**src/rtl/pwm8_pkg.sv**
```systemverilog
package pwm8_pkg;
    localparam int ADDR_W = 2;
    localparam logic [ADDR_W-1:0] ADR_MODE   = 2'd0;
    localparam logic [ADDR_W-1:0] ADR_PERIOD = 2'd1;
    localparam logic [ADDR_W-1:0] ADR_DUTY   = 2'd2;
endpackage

```
**src/rtl/pwm8_prescaler.sv**
```systemverilog
// Count-tick generator: a divider that is held at zero while stopped.
module pwm8_prescaler #(
    parameter int SEL_W = 3
) (
    input  logic             clk,
    input  logic             rst_n,
    input  logic             run,
    input  logic [SEL_W-1:0] sel,
    output logic             tick
);
    localparam int DIV_W = (1 << SEL_W) - 1;

    typedef struct packed {
        logic [DIV_W-1:0] div;
    } pre_state_t;

    pre_state_t       st_d, st_q;
    logic [DIV_W-1:0] mask;

    // mask holds the low sel bits of the divider
    for (genvar g = 0; g < DIV_W; g++) begin : g_mask
        assign mask[g] = (sel > SEL_W'(g));
    end

    always_comb begin
        st_d = st_q;
        if (run) st_d.div = st_q.div + 1'b1;
        else     st_d.div = '0;
        tick = run && ((st_q.div & mask) == mask);
    end

    always_ff @(posedge clk or negedge rst_n) begin
        if (!rst_n) st_q <= '0;
        else        st_q <= st_d;
    end
endmodule

```
**src/rtl/pwm8_duty_shadow.sv**
```systemverilog
// Duty holding register, delayed transfer to the active comparator,
// and restart rewrite tracking.
module pwm8_duty_shadow #(
    parameter int DATA_W     = 8,
    parameter int XFER_TICKS = 3
) (
    input  logic              clk,
    input  logic              rst_n,
    input  logic              run,
    input  logic              start,
    input  logic              stop,
    input  logic              tick,
    input  logic              wr_duty,
    input  logic [DATA_W-1:0] wdata,
    output logic [DATA_W-1:0] duty_reg,
    output logic [DATA_W-1:0] duty_act,
    output logic              stale_q_o,
    output logic              stale_nx
);
    localparam int XCNT_W = (XFER_TICKS > 1) ? $clog2(XFER_TICKS) : 1;
    localparam logic [XCNT_W-1:0] XLAST = XCNT_W'(XFER_TICKS - 1);

    typedef struct packed {
        logic [DATA_W-1:0] hold;
        logic [DATA_W-1:0] act;
        logic [XCNT_W-1:0] xcnt;
        logic              pend;
        logic              dirty;
        logic              stale;
    } shd_state_t;

    shd_state_t st_d, st_q;

    always_comb begin
        st_d = st_q;
        if (wr_duty) begin
            st_d.hold = wdata;
            if (run) begin
                st_d.pend = 1'b1;
                st_d.xcnt = '0;
            end else begin
                st_d.dirty = 1'b1;
            end
        end else if (run && st_q.pend && tick) begin
            if (st_q.xcnt == XLAST) begin
                st_d.act   = st_q.hold;
                st_d.pend  = 1'b0;
                st_d.stale = 1'b0;
            end else begin
                st_d.xcnt = st_q.xcnt + 1'b1;
            end
        end
        if (start) begin
            if (st_q.dirty) begin
                st_d.act   = st_q.hold;
                st_d.stale = 1'b0;
            end else begin
                st_d.stale = 1'b1;
            end
            st_d.dirty = 1'b0;
            st_d.pend  = 1'b0;
        end
        if (stop) begin
            st_d.dirty = 1'b0;
            st_d.pend  = 1'b0;
            st_d.stale = 1'b0;
        end
    end

    always_ff @(posedge clk or negedge rst_n) begin
        if (!rst_n) st_q <= '0;
        else        st_q <= st_d;
    end

    assign duty_reg  = st_q.hold;
    assign duty_act  = st_q.act;
    assign stale_q_o = st_q.stale;
    assign stale_nx  = st_d.stale;
endmodule

```
**src/rtl/pwm8_core.sv**
```systemverilog
// Counter, period match, PWM level and match pulse.
module pwm8_core #(
    parameter int DATA_W = 8
) (
    input  logic              clk,
    input  logic              rst_n,
    input  logic              run,
    input  logic              start,
    input  logic              stop,
    input  logic              tick,
    input  logic [DATA_W-1:0] period,
    input  logic [DATA_W-1:0] duty_act,
    input  logic              stale_nx,
    output logic              pwm_o,
    output logic              irq_o
);
    typedef struct packed {
        logic [DATA_W-1:0] cnt;
        logic              pwm;
        logic              irq;
    } core_state_t;

    core_state_t st_d, st_q;

    always_comb begin
        st_d     = st_q;
        st_d.irq = 1'b0;
        if (stop) begin
            st_d.cnt = '0;
            st_d.pwm = 1'b0;
        end else if (start) begin
            st_d.cnt = '0;
            st_d.pwm = !stale_nx;
        end else if (run && tick) begin
            if (st_q.cnt == period) begin
                st_d.cnt = '0;
                st_d.pwm = !stale_nx;
                st_d.irq = 1'b1;
            end else begin
                st_d.cnt = st_q.cnt + 1'b1;
                if (st_q.cnt == duty_act) st_d.pwm = 1'b0;
            end
        end
    end

    always_ff @(posedge clk or negedge rst_n) begin
        if (!rst_n) st_q <= '0;
        else        st_q <= st_d;
    end

    assign pwm_o = st_q.pwm;
    assign irq_o = st_q.irq;
endmodule

```
**src/rtl/pwm_timer8.sv**
```systemverilog
// Top: register port, write protection, and the three units.
module pwm_timer8 #(
    parameter int DATA_W     = 8,
    parameter int SEL_W      = 3,
    parameter int XFER_TICKS = 3
) (
    input  logic                        clk,
    input  logic                        rst_n,
    input  logic                        bus_wr,
    input  logic [pwm8_pkg::ADDR_W-1:0] bus_addr,
    input  logic [DATA_W-1:0]           bus_wdata,
    output logic [DATA_W-1:0]           bus_rdata,
    output logic                        pwm_o,
    output logic                        irq_o,
    output logic                        stale_o
);
    import pwm8_pkg::*;

    localparam int RUN_BIT = DATA_W - 1;

    typedef struct packed {
        logic              en;
        logic [SEL_W-1:0]  cs;
        logic [DATA_W-1:0] per;
    } regs_t;

    regs_t             regs_d, regs_q;
    logic              wr_mode, wr_per, wr_duty;
    logic              start, stop, run, tick;
    logic [SEL_W-1:0]  cs;
    logic [DATA_W-1:0] per, duty_reg, duty_act;
    logic              stale_nx;

    always_comb begin
        wr_mode = bus_wr && (bus_addr == ADR_MODE);
        wr_per  = bus_wr && (bus_addr == ADR_PERIOD);
        wr_duty = bus_wr && (bus_addr == ADR_DUTY);
        start   = wr_mode && bus_wdata[RUN_BIT] && !regs_q.en;
        stop    = wr_mode && !bus_wdata[RUN_BIT] && regs_q.en;

        regs_d = regs_q;
        if (wr_mode) begin
            regs_d.en = bus_wdata[RUN_BIT];
            if (!regs_q.en) regs_d.cs = bus_wdata[SEL_W-1:0];
        end
        if (wr_per && !regs_q.en) regs_d.per = bus_wdata;
    end

    always_ff @(posedge clk or negedge rst_n) begin
        if (!rst_n) begin
            regs_q.en  <= 1'b0;
            regs_q.cs  <= '0;
            regs_q.per <= '1;
        end else begin
            regs_q <= regs_d;
        end
    end

    assign run = regs_q.en;
    assign cs  = regs_q.cs;
    assign per = regs_q.per;

    always_comb begin
        bus_rdata = '0;
        case (bus_addr)
            ADR_MODE: begin
                bus_rdata[RUN_BIT]   = regs_q.en;
                bus_rdata[SEL_W-1:0] = regs_q.cs;
            end
            ADR_PERIOD: bus_rdata = regs_q.per;
            ADR_DUTY:   bus_rdata = duty_reg;
            default:    bus_rdata = '0;
        endcase
    end

    pwm8_prescaler #(.SEL_W(SEL_W)) u_pre (
        .clk(clk), .rst_n(rst_n), .run(run), .sel(cs), .tick(tick)
    );

    pwm8_duty_shadow #(.DATA_W(DATA_W), .XFER_TICKS(XFER_TICKS)) u_shd (
        .clk(clk), .rst_n(rst_n), .run(run), .start(start), .stop(stop),
        .tick(tick), .wr_duty(wr_duty), .wdata(bus_wdata),
        .duty_reg(duty_reg), .duty_act(duty_act),
        .stale_q_o(stale_o), .stale_nx(stale_nx)
    );

    pwm8_core #(.DATA_W(DATA_W)) u_core (
        .clk(clk), .rst_n(rst_n), .run(run), .start(start), .stop(stop),
        .tick(tick), .period(per), .duty_act(duty_act), .stale_nx(stale_nx),
        .pwm_o(pwm_o), .irq_o(irq_o)
    );
endmodule

```
**config.mk**
```make
export PLATFORM = sky130hd
export DESIGN_NAME = pwm_timer8
export DESIGN_NICKNAME = d
export VERILOG_FILES = /design/src/rtl/pwm8_pkg.sv /design/src/rtl/pwm8_prescaler.sv /design/src/rtl/pwm8_duty_shadow.sv /design/src/rtl/pwm8_core.sv /design/src/rtl/pwm_timer8.sv
export SDC_FILE = /design/constraint.sdc
export NUM_CORES = 1
export LEC_CHECK = 0
export BUFFER_PORTS_ARGS = -buffer_cell sky130_fd_sc_hd__buf_4
export CORE_UTILIZATION = 55
export CTS_BUF_LIST = sky130_fd_sc_hd__clkbuf_4 sky130_fd_sc_hd__clkbuf_8
export CTS_CLUSTER_DIAMETER = 40
export DETAILED_ROUTE_END_ITERATION = 8
export GPL_ROUTABILITY_DRIVEN = 0
export HOLD_SLACK_MARGIN = 0.03
export PLACE_DENSITY = 0.78
export SYNTH_ARGS = -nofsm -noshare
export SYNTH_HDL_FRONTEND = slang
export SYNTH_SLANG_ARGS = --single-unit
```
**constraint.sdc**
```tcl
create_clock -name clk -period 2.1 [get_ports clk]
set_clock_uncertainty 0.2 [all_clocks]
set_input_delay 0.105 -clock clk [delete_from_list [all_inputs] [get_ports clk]]
set_output_delay 0.105 -clock clk [all_outputs]
set_load 0.02 [all_outputs]
```
# Word level (Yosys, flattened, before mapping)
# Index checks and enable logic that the tools add are counted.
[op_classes] n_addsub=3 magnitude_cmp=7 eq_ne=10 muxes=29 bitwise=2 n_reduce_logical=27
[op_table] cell="$mux W8" count=4
[op_table] cell="$mux W9" count=3
[op_table] cell="$eq A8 B8 Y1" count=2
[op_table] cell="$logic_and A1 B1 Y1" count=12
[op_table] cell="$mux W3" count=4
[op_table] cell="$reduce_bool A4 Y1" count=3
[op_table] cell="$mux W1" count=11
[op_table] cell="$mux W11" count=1
[op_table] cell="$mux W10" count=1
[op_table] cell="$gt A3 B3 Y1 const B" count=3
[op_table] cell="$pmux W3 S3" count=1
[op_table] cell="$add A8 B1 Y8 const B" count=1
[op_table] cell="$pmux W4 S2" count=1
[op_table] cell="$add A7 B1 Y7 const B" count=1
[op_table] cell="$and A7 B7 Y7" count=1
[op_table] cell="$eq A7 B7 Y1" count=1
[op_table] cell="$mux W7" count=1
[op_table] cell="$gt A3 B1 Y1 const B" count=2
[op_table] cell="$gt A3 B2 Y1 const B" count=2
[op_table] cell="$reduce_and A2 Y1" count=3
[op_table] cell="$reduce_and A3 Y1" count=2
[op_table] cell="$reduce_bool A3 Y1" count=2
[op_table] cell="$eq A2 B2 Y1 const B" count=2
[op_table] cell="$ne A4 B4 Y1 const B" count=1
[op_table] cell="11 further kinds" count=13
[totals] ff_bits=50 output_inout_bits=11 wordCells=91

# Depth between registers and ports, before layout
# Gate-level depths: netlist (run 1).
[logic_depth] ltp_word=14 depth_mapped=8 mapped_depth_nobuf=7

# Modules after synthesis
# From an unflattened synthesis (run 1), not the netlist that was laid out.
[hier_totals] cells_unflattened=248 area_unflattened_um2=2778.9
[modules_own_cells] module="pwm8_duty_shadow" instances=1 cells_each=77 area_each_um2=1008.5 seq_area_each_um2=525.5
[modules_own_cells] module="pwm8_core" instances=1 cells_each=79 area_each_um2=719.4 seq_area_each_um2=250.2
[modules_own_cells] module="pwm_timer8" instances=1 cells_each=55 area_each_um2=676.9 seq_area_each_um2=310.3
[modules_own_cells] module="pwm8_prescaler" instances=1 cells_each=37 area_each_um2=374.1 seq_area_each_um2=175.2

# Worst setup path after synthesis (run 1)
# OpenSTA, ideal clock, no wires.
[synth_path] path_type="register to register" start="reg cs[1] (netlist name)" end="reg u_shd.st_q, in the netlist u_shd.duty_act[0]" t_arrival_ps=1783 required_time_ps=1775 slack_ps=-7 path_stages_with_launch=6 cell_sequence="dfrtp_1 > a21bo_1 > a41oi_1 > a2111o_1 > o22ai_2 > mux2_2"
[synth_lines] item="to (signal assigned)" line="pwm8_duty_shadow.sv:72" source="else st_q <= st_d;"
[synth_lines] item="to (decl)" line="pwm8_duty_shadow.sv:32" source="shd_state_t st_d, st_q;"

==> flow_metrics.env, run 1 <==
export IMPL_status="complete, but fails checks"
export IMPL_grt_pass1_wl_um=10700
export IMPL_rrSetupSlack_ns=-0.06
export IMPL_peakVddDrop_uv=605
export IMPL_fin_ws_ns=-0.0637
export IMPL_vias_per_cell=5.97
export IMPL_hold_violations=0
export IMPL_diodes=0
export IMPL_yosys_warnings=0
export IMPL_ys_flop_type="dfrtp_1"
export IMPL_grt_max_degree=51
export IMPL_synth_commonest_cells="dfrtp_1 (42), mux2_2 (29), nand2_1 (12), xor2_1 (12), xnor2_1 (11)"
export IMPL_p_leak_nw=1.57
export IMPL_timing_final_crit_period_ns=2.16
export IMPL_die_h_um=70.7
export IMPL_endpoint_kind="flip-flop"
export IMPL_path_class="reg2reg"
export IMPL_post_dp_hpwl_um=4110
export IMPL_grtUsageTotal_pct=28.6
export IMPL_initial_core_util_pct=58.4
export IMPL_synthCells=231
export IMPL_maxCapViolCount=0
export IMPL_cts_root_buffer="clkbuf_8"
export IMPL_async_reset_ff_share_pct=100
export IMPL_cts_made_buffers=5
export IMPL_synth_cell_area_um2=2600
export IMPL_worstPathMaxFanout=5
export IMPL_drt_initial_drc_count=218
export IMPL_die_w_um=70.7
export IMPL_finalNonFillerCells=348
export IMPL_drive_above_1_share_pct=40.5
export IMPL_cts_tree="yes"
export IMPL_yosysMostFrequentCell="dfrtp_1"
export IMPL_synth_area_leader_cell="dfrtp_1"
export IMPL_drtAntennaViolNets=0
export IMPL_grt_overflow=0
export IMPL_synth_seq_cells=50
export IMPL_pin_count=24
export IMPL_fin_crit_sh_pct=103
export IMPL_synthDominantCellAreaShare_pct=40.5
export IMPL_dr_pass1_iters=7
export IMPL_hp_class="in2async"
export IMPL_p_per_area_nw_per_um2=1010
export IMPL_syn_nets=251
export IMPL_core_area_um2=4440
export IMPL_syn_to_final_growth_pct=30.6
export IMPL_synthTopCellsByArea="dfrtp_1 (40%), mux2_2 (13%), dfstp_2 (8.1%)"
export IMPL_utilization_pct=76.4
export IMPL_failed_checks="DRC, setup timing"
export IMPL_clk_latency_ns=0.33
export IMPL_vias=2076
export IMPL_rsz0062_at_grt="yes"
export IMPL_cts_clk_slew_worst_paths_ns=0.10
export IMPL_synth_xor_area_share_pct=7.76
export IMPL_clockBufferDepth=2
export IMPL_final_setup_viol_count=9
export IMPL_yosysSeqAreaShare_pct=48.6
export IMPL_required_ns=2.11
export IMPL_avgSynthCellArea_um2=11.2
export IMPL_numClockSinks=50
export IMPL_synth_edf_count=0
export IMPL_holdWs_ns=0.115
export IMPL_h_tree_depth=2
export IMPL_die_area_um2=5000
export IMPL_fin_nets=315
export IMPL_totalNegativeSetupSlack_ns=-0.374
export IMPL_slew_headroom_pct=57.4
export IMPL_yosysUniqueCellTypes=43
export IMPL_synth_compound_area_share_pct=11.4
export IMPL_routed_wl_um=6570
export IMPL_drv_slew=0
export IMPL_worst_pin_slew_ns=0.640
export IMPL_grt_pass1_vias=2124
export IMPL_synth_simple_gate_area_share_pct=13.2
export IMPL_post_drt_wl_per_cell_um=18.9
export IMPL_synth_top_family_by_area="multiplexers"
export IMPL_std_cell_rows=24
export IMPL_synth_mux_area_share_pct=13.3
export IMPL_fmax_ghz=0.462
export IMPL_crit_path_start_kind="flip-flop"
export IMPL_io_buffer_count=23
export IMPL_antenna_found_initial=0
export IMPL_drc=4
export IMPL_synth_fa_ha_area_share_pct=3.37
export IMPL_critPathArrivalTime_ns=2.18
export IMPL_dp_cells=323
[repair_timing]
item	in CTS	in global routing
pin swaps	5	7
hold buffers	10	0
setup buffers	6	2
resized for setup	21	13
endpoints found under the setup margin	16	18
endpoints found under the hold margin	74	0
cloned	1	0
[logic make-up (layout without fill, tap and decap cells)]
group | Yosys count | after routing
simple gates | 63 | 63
flops | 50 | 50
compound gates | 40 | 40
mux | 31 | 31
xor+xnor | 23 | 23
buf+inv | 17 | 82
fa+ha+maj | 7 | 7
[where the power goes]
part / leakage (nW) / switching, W / total (W) / internal, W
combinational: 0.908 / 0.000569 / 0.00127 / 0.000701
clock: 0.0491 / 0.000376 / 0.000622 / 0.000246
sequential: 0.616 / 0.000281 / 0.00153 / 0.00125
[metrics by stage]
step / cell area (µm²) / total power, W / setup slack (ns)
global route: 3390 / 0.00358 / -0.124
finish: 3390 / 0.00343 / -0.0637
global placement: 3010 / 0.00250 / -0.0464
floorplan: 2610 / 0.00214 / 0.0479
detailed placement: 3010 / 0.00255 / -0.122
CTS: 3380 / 0.00331 / -0.0402
[metal layers]
metal	GRT usage (%)	share of wire, %	vias to the layer above
li1	-	-	951
met1	37.8	43	1026
met2	44.7	47	77
met3	5.56	6.0	22
met4	15.8	3.7	0
met5	0	0	-
[layout make-up]
class                   instances  area [µm²]
clock inverters                 3        26.3
fillers                       282        1050
flip-flops and latches         50        1260
well taps                      52        65.1
inverters                       7        26.3
multi-input cells             164        1400
repair buffers                 67         547
clock buffers                   5        68.8
[cells in the final DEF, fill, tap and decap left out, drive strengths merged, types with 3 or more instances in the layout]
cell         instances
nand4                4
and2                 8
a22oi                4
dfrtp               42
a222oi               4
inv                  9
clkbuf               5
buf                 57
a22o                 3
a21oi                6
nand3                6
xnor2               11
nor2                10
o21ai                8
mux2                29
nand2b               3
nand2               12
nor2b                7
ha                   7
and3                 4
xor2                12
dfstp                8
dlygate4sd3         10
[path summary, 6_finish.rpt]
kind	cells after the start	startpoint	endpoint
max in group asynchronous	2	rst_n	u_pre.st_q[2]
min	2	rst_n	u_core.pwm_o
min in group clk	5	bus_addr[1]	u_shd.st_q[1]
max	8	cs[1]	u_shd.duty_act[2]
max reg2reg	8	cs[1]	u_shd.duty_act[2]
min reg2reg	1	u_shd.st_q[3]	u_shd.st_q[3]
[worst max-delay path, cell delays in order (launching register included)]
cell      delay (ns)
dfrtp_1         0.41
buf_6           0.13
inv_2           0.04
o21ai_2         0.05
a2111o_1        0.45
buf_4           0.17
o22ai_4         0.12
buf_6           0.17
mux2_4          0.31
Note: power is estimated with default switching activity, not from simulation.
==> run 2, diff against run 1 <==
--- a/config.mk
+++ b/config.mk
@@ -11,8 +11,9 @@
 export CTS_CLUSTER_DIAMETER = 40
 export DETAILED_ROUTE_END_ITERATION = 8
 export GPL_ROUTABILITY_DRIVEN = 0
-export HOLD_SLACK_MARGIN = 0.03
+export HOLD_SLACK_MARGIN = 0.05
 export PLACE_DENSITY = 0.78
+export REMOVE_ABC_BUFFERS = 1
 export SYNTH_ARGS = -nofsm -noshare
 export SYNTH_HDL_FRONTEND = slang
 export SYNTH_SLANG_ARGS = --single-unit
==> run 2 against run 1 <==
  * The run ends with DRC left
  * Clock power fell by 9.6%
  * Fmax rose by 3.3%
  * Critical path depth fell by 1
  * Non-clock buffer count fell by 7
  * Utilization fell by 3.6 points
  * Cell area fell by 4.8%
  * Setup slack improved by 0.069 ns
  * Via count fell by 3.7%
  * Critical endpoint is now u_shd.duty_act[5]
  * Largest power group unchanged
==> flow_metrics.env, run 2 (synthesized netlist as in run 1, its figures left out) <==
export IMPL_timing_final_crit_period_ns=2.09
export IMPL_grt_overflow=0
export IMPL_final_cell_mix="buf_4 (48), dfrtp_1 (41), mux2_2 (29)"
export IMPL_p_sw_w=0.00105
export IMPL_post_drt_wl_per_cell_um=16.9
export IMPL_switching_share_pct=33.3
export IMPL_fmax_ghz=0.477
export IMPL_endpoint_kind="flip-flop"
export IMPL_hp_class="in2async"
export IMPL_grtUsageTotal_pct=25.2
export IMPL_cts_tree="yes"
export IMPL_clockBufferDepth=2
export IMPL_initial_core_util_pct=58.4
export IMPL_h_tree_depth=2
export IMPL_syn_to_final_growth_pct=24.4
export IMPL_hold_violations=0
export IMPL_drv_slew=0
export IMPL_p_int_w=0.00210
export IMPL_final_common_cell="buf_4"
export IMPL_dp_slack_ns=-0.0274
export IMPL_cts_clk_slew_worst_paths_ns=0.09
export IMPL_grt_pass1_vias=1947
export IMPL_peakVddDrop_uv=688
export IMPL_status="complete, but fails checks"
export IMPL_utilization_pct=72.7
export IMPL_holdWs_ns=0.162
export IMPL_vias_per_cell=5.86
export IMPL_cts_root_buffer="clkbuf_8"
export IMPL_drtAntennaViolNets=0
export IMPL_fin_ws_ns=0.00541
export IMPL_rrSetupSlack_ns=0.005
export IMPL_totalNegativeSetupSlack_ns=0
export IMPL_clk_latency_ns=0.30
export IMPL_numClockSinks=50
export IMPL_comb_power_share_pct=34.0
export IMPL_critPathArrivalTime_ns=2.09
export IMPL_die_area_um2=5000
export IMPL_pin_count=24
export IMPL_pwr_share_clk_pct=17.9
export IMPL_fin_area_um2=3230
export IMPL_drive_above_1_share_pct=36.0
export IMPL_slew_headroom_pct=58.8
export IMPL_drt_initial_drc_count=202
export IMPL_die_w_um=70.7
export IMPL_dr_pass1_iters=7
export IMPL_failed_checks="DRC"
export IMPL_io_buffer_count=23
export IMPL_die_h_um=70.7
export IMPL_placement_cell_area_um2=2980
export IMPL_required_ns=2.09
export IMPL_fin_crit_sh_pct=99.7
export IMPL_grt_pass1_wl_um=9570
export IMPL_maxCapViolCount=0
export IMPL_seq_power_share_pct=48.2
export IMPL_worst_pin_slew_ns=0.617
export IMPL_p_leak_nw=1.51
export IMPL_cts_made_buffers=5
export IMPL_antenna_found_initial=0
export IMPL_rsz0062_at_grt="yes"
export IMPL_std_cell_rows=24
export IMPL_grt_max_degree=51
export IMPL_crit_path_start_kind="flip-flop"
export IMPL_fin_nets=308
export IMPL_vias=1999
export IMPL_final_setup_viol_count=0
export IMPL_path_class="reg2reg"
export IMPL_worstPathMaxFanout=9
export IMPL_drc=4
export IMPL_diodes=0
export IMPL_p_per_area_nw_per_um2=973
export IMPL_post_dp_hpwl_um=4070
export IMPL_core_area_um2=4440
export IMPL_routed_wl_um=5770
run 2: cell types whose count changed in the layout (fill, tap and decap cells not counted), moves of 2 or more:
cell | previous run | this run
and2_1 | 6 | 8
buf_4 | 52 | 48
buf_6 | 5 | 1
inv_1 | 5 | 7
inv_2 | 2 | 0
inv_6 | 2 | 0
mux2_2 | 21 | 29
mux2_4 | 8 | 0
run 2: timing repair:
action                     4_1_cts  5_1_grt
setup endpoints to repair       12       17
gates resized for setup          0        9
buffers inserted                 1        3
pin swaps                        1        1
hold buffers                    10        0
hold endpoints to repair        74        0
run 2: layout make-up:
cell class,instances,area [µm²]
Multi-Input combinational cell,164,1300
Sequential cell,50,1260
Fill cell,317,1210
Timing Repair Buffer,60,492
Clock buffer,6,76.3
Tap cell,52,65.1
Inverter,7,26.3
Clock inverter,2,13.8
run 2: final timing paths:
path	startpoint	to	depth (start not counted)
worst min-delay path	rst_n	u_pre.st_q[0]	2
worst max-delay path	cs[1]	u_shd.duty_act[5]	7
min in group clk	u_shd.st_q[3]	u_shd.st_q[3]	1
worst min register to register	u_shd.st_q[3]	u_shd.st_q[3]	1
worst max register to register	cs[1]	u_shd.duty_act[5]	7
max in group asynchronous	rst_n	u_core.st_q[2]	2
run 2: worst max-delay path, cell delays in order (launching register included):
cell and delay, ns:
dfrtp_1 0.40, buf_6 0.13, nand2_1 0.06, a21oi_1 0.04, a2111o_1 0.48, o22ai_2 0.18, buf_12 0.16, mux2_2 0.33
run 2: layer usage:
| metal | routed length (µm) | up-vias | global-route usage (%) |
|---|---|---|---|
| met1 | 2750 | 975 | 36.5 |
| met2 | 2640 | 74 | 38.6 |
| li1 | - | 938 | - |
| met5 | 0 | - | 0 |
| met4 | 97 | 0 | 8.44 |
| met3 | 289 | 12 | 4.56 |
run 2: power by group through the flow:
stage	Sequential (W)	Combinational, W	Clock (W)
6_report	0.00151	0.00107	0.000562
5_1_grt	0.00155	0.00118	0.000609
4_1_cts	0.00150	0.00103	0.000580
3_5_place_dp	0.00152	0.00100	0
3_3_place_gp	0.00151	0.000973	0
2_1_floorplan	0.00148	0.000637	0
run 2: through the flow:
stage	cells	power [W]
floorplan	221	0.00211
global placement	319	0.00248
detailed placement	319	0.00252
CTS	338	0.00311
global route	341	0.00334
finish	341	0.00315
==> run 3, diff against run 2 <==
--- a/config.mk
+++ b/config.mk
@@ -6,6 +6,7 @@
 export NUM_CORES = 1
 export LEC_CHECK = 0
 export BUFFER_PORTS_ARGS = -buffer_cell sky130_fd_sc_hd__buf_4
+export CORE_MARGIN = 2
 export CORE_UTILIZATION = 55
 export CTS_BUF_LIST = sky130_fd_sc_hd__clkbuf_4 sky130_fd_sc_hd__clkbuf_8
 export CTS_CLUSTER_DIAMETER = 40
==> constraint.sdc (replaced) <==
create_clock -name clk -period 2.1 [get_ports clk]
set_clock_uncertainty 0.2 [all_clocks]
set_input_delay 0.525 -clock clk [delete_from_list [all_inputs] [get_ports clk]]
set_output_delay 0.525 -clock clk [all_outputs]
set_load 0.02 [all_outputs]
==> run 3 against run 2 <==
  * The run ends with setup timing left
  * Fmax down 5.2%
  * Non-clock buffer count up 8
  * Setup slack worse by 0.11 ns
  * Hold slack better by 0.093 ns
  * Clock-buffer cell count unchanged
  * Global-route usage down 0.74 points
  * Register-to-register slack worse by 0.06 ns
  * Cell area up 6.3%
  * Critical path type is now in2out
  * Largest power group unchanged
  * Highest routed layer unchanged
==> flow_metrics.env, run 3 (synthesized netlist as in run 1, its figures left out) <==
export IMPL_maxCapViolCount=0
export IMPL_final_common_cell="buf_4"
export IMPL_holdWs_ns=0.255
export IMPL_critPathArrivalTime_ns=1.48
export IMPL_vias=1974
export IMPL_hold_end="u_shd.duty_reg[3]"
export IMPL_r2r_start="cs[1]"
export IMPL_rsz0062_at_grt="yes"
export IMPL_final_cell_mix="buf_4 (60), dfrtp_1 (42), mux2_2 (21)"
export IMPL_drtAntennaViolNets=0
export IMPL_cts_made_buffers=5
export IMPL_cts_root_buffer="clkbuf_8"
export IMPL_drv_slew=0
export IMPL_routed_wl_um=6180
export IMPL_fin_crit_sh_pct=105
export IMPL_p_int_w=0.00220
export IMPL_grt_pass1_wl_um=9790
export IMPL_switching_share_pct=34.0
export IMPL_grt_met3_usage_pct=3.59
export IMPL_io_buffer_count=23
export IMPL_core_area_um2=4630
export IMPL_crit_buf_inv=3
export IMPL_fin_ws_ns=-0.109
export IMPL_cpLargestDelayFamily="compound AO/OA/AOI/OAI gates"
export IMPL_drt_initial_drc_count=97
export IMPL_dp_cells=333
export IMPL_grt_overflow=0
export IMPL_min_from="bus_wdata[3]"
export IMPL_post_dp_hpwl_um=4090
export IMPL_numClockSinks=50
export IMPL_seq_power_share_pct=46.0
export IMPL_p_leak_nw=1.58
export IMPL_die_h_um=72.7
export IMPL_cts_clk_slew_worst_paths_ns=0.09
export IMPL_holdPathStages=2
export IMPL_fmax_ghz=0.453
export IMPL_use_met1_pct=36.2
export IMPL_timing_final_crit_period_ns=2.21
export IMPL_failed_checks="setup timing"
export IMPL_path_class="in2out"
export IMPL_cp_cell_sequence="buf_8, inv_6, ha_4, a222oi_1, nor2_1, buf_4"
export IMPL_initial_core_util_pct=56.1
export IMPL_finalNonFillerCells=351
export IMPL_vias_per_cell=5.62
export IMPL_worstPathMaxFanout=6
export IMPL_grt_pass1_vias=1929
export IMPL_syn_to_final_growth_pct=32.3
export IMPL_drc=0
export IMPL_drive_above_1_share_pct=44.8
export IMPL_slew_headroom_pct=59.4
export IMPL_post_drt_wl_per_cell_um=17.6
export IMPL_hold_violations=0
export IMPL_dr_pass1_iters=4
export IMPL_final_setup_viol_count=13
export IMPL_power_total_w=0.00333
export IMPL_worst_r2r_path_depth=6
export IMPL_die_area_um2=5290
export IMPL_h_tree_depth=2
export IMPL_pwr_share_clk_pct=17.6
export IMPL_endpoint_kind="primary output"
export IMPL_required_ns=1.37
export IMPL_grt_most_used_layer="met2"
export IMPL_clk_latency_ns=0.31
export IMPL_grt_max_degree=51
export IMPL_rrSetupSlack_ns=-0.05
export IMPL_clockBufferDepth=2
export IMPL_n_fill_cell=303
export IMPL_fin_nets=316
export IMPL_peakVddDrop_uv=627
export IMPL_crit_path_start_kind="primary input"
export IMPL_p_sw_w=0.00113
export IMPL_rr_endpoint="u_shd.duty_act[4]"
export IMPL_p_per_area_nw_per_um2=968
export IMPL_placement_cell_area_um2=3080
export IMPL_cts_tree="yes"
export IMPL_status="complete, but fails checks"
export IMPL_worst_pin_slew_ns=0.609
export IMPL_std_cell_rows=25
export IMPL_die_w_um=72.7
export IMPL_antenna_found_initial=0
export IMPL_diodes=0
export IMPL_comb_power_share_pct=36.4
export IMPL_hp_class="in2reg"
export IMPL_pin_count=24
export IMPL_use_met2_pct=36.8
export IMPL_critPathSlowestCell="a222oi_1"
export IMPL_fin_area_um2=3440
export IMPL_cp_slowest_stage_delay_ns=0.39
export IMPL_utilization_pct=74.2
export IMPL_grtUsageTotal_pct=24.4
==> run 3: worst max-delay path by stage <==
stage | startpoint | endpoint | slack, ns | depth (start not counted)
after global routing | bus_addr[1] | bus_rdata[7] | -0.14 | 6
after floorplan | bus_addr[0] | u_shd.duty_act[0] | -0.22 | 6
after detailed placement | bus_addr[1] | bus_rdata[7] | -0.23 | 6
after CTS | bus_addr[1] | bus_rdata[7] | -0.1 | 6
after global placement | bus_addr[1] | bus_rdata[7] | -0.20 | 6
final | bus_addr[1] | bus_rdata[7] | -0.11 | 6
==> run 3: per-layer routing <==
layer | vias to the layer above | routed length (µm)
li1 | 950 | -
met1 | 956 | 2950
met2 | 57 | 2830
met3 | 11 | 301
met4 | 0 | 103
met5 | - | 0
==> run 3: timing repair <==
item                                    in CTS  in global routing
hold buffers                                 1                  0
buffers inserted                             5                  3
pin swaps                                    8                  7
endpoints found under the setup margin      23                 23
resized for setup                           17                 26
endpoints found under the hold margin        5                  0
gates cloned                                 0                  1
==> run 3: area by class of cell <==
type,instances,area (µm²),area share (%)
Clock buffer,6,82.6,2.40
Multi-Input combinational cell,164,1400,40.8
Sequential cell,50,1260,36.7
Inverter,7,36.3,1.06
Tap cell,54,67.6,1.97
Timing Repair Buffer,68,574,16.7
Clock inverter,2,12.5,0.364
==> run 3: power groups by stage <==
stage | sequential (W) | clock, W | combinational (W)
CTS | 0.00150 | 0.000593 | 0.00110
global placement | 0.00150 | 0 | 0.000995
floorplan | 0.00148 | 0 | 0.000637
global route | 0.00156 | 0.000620 | 0.00133
detailed placement | 0.00152 | 0 | 0.00103
finish | 0.00153 | 0.000587 | 0.00121
==> run 3: metrics by stage <==
step           worst slack, ns  setup TNS, ns
2_1_floorplan           -0.219          -1.79
3_3_place_gp            -0.202          -2.17
3_5_place_dp            -0.229          -2.98
4_1_cts                -0.0973         -0.253
5_1_grt                 -0.143          -1.44
6_report                -0.109         -0.631
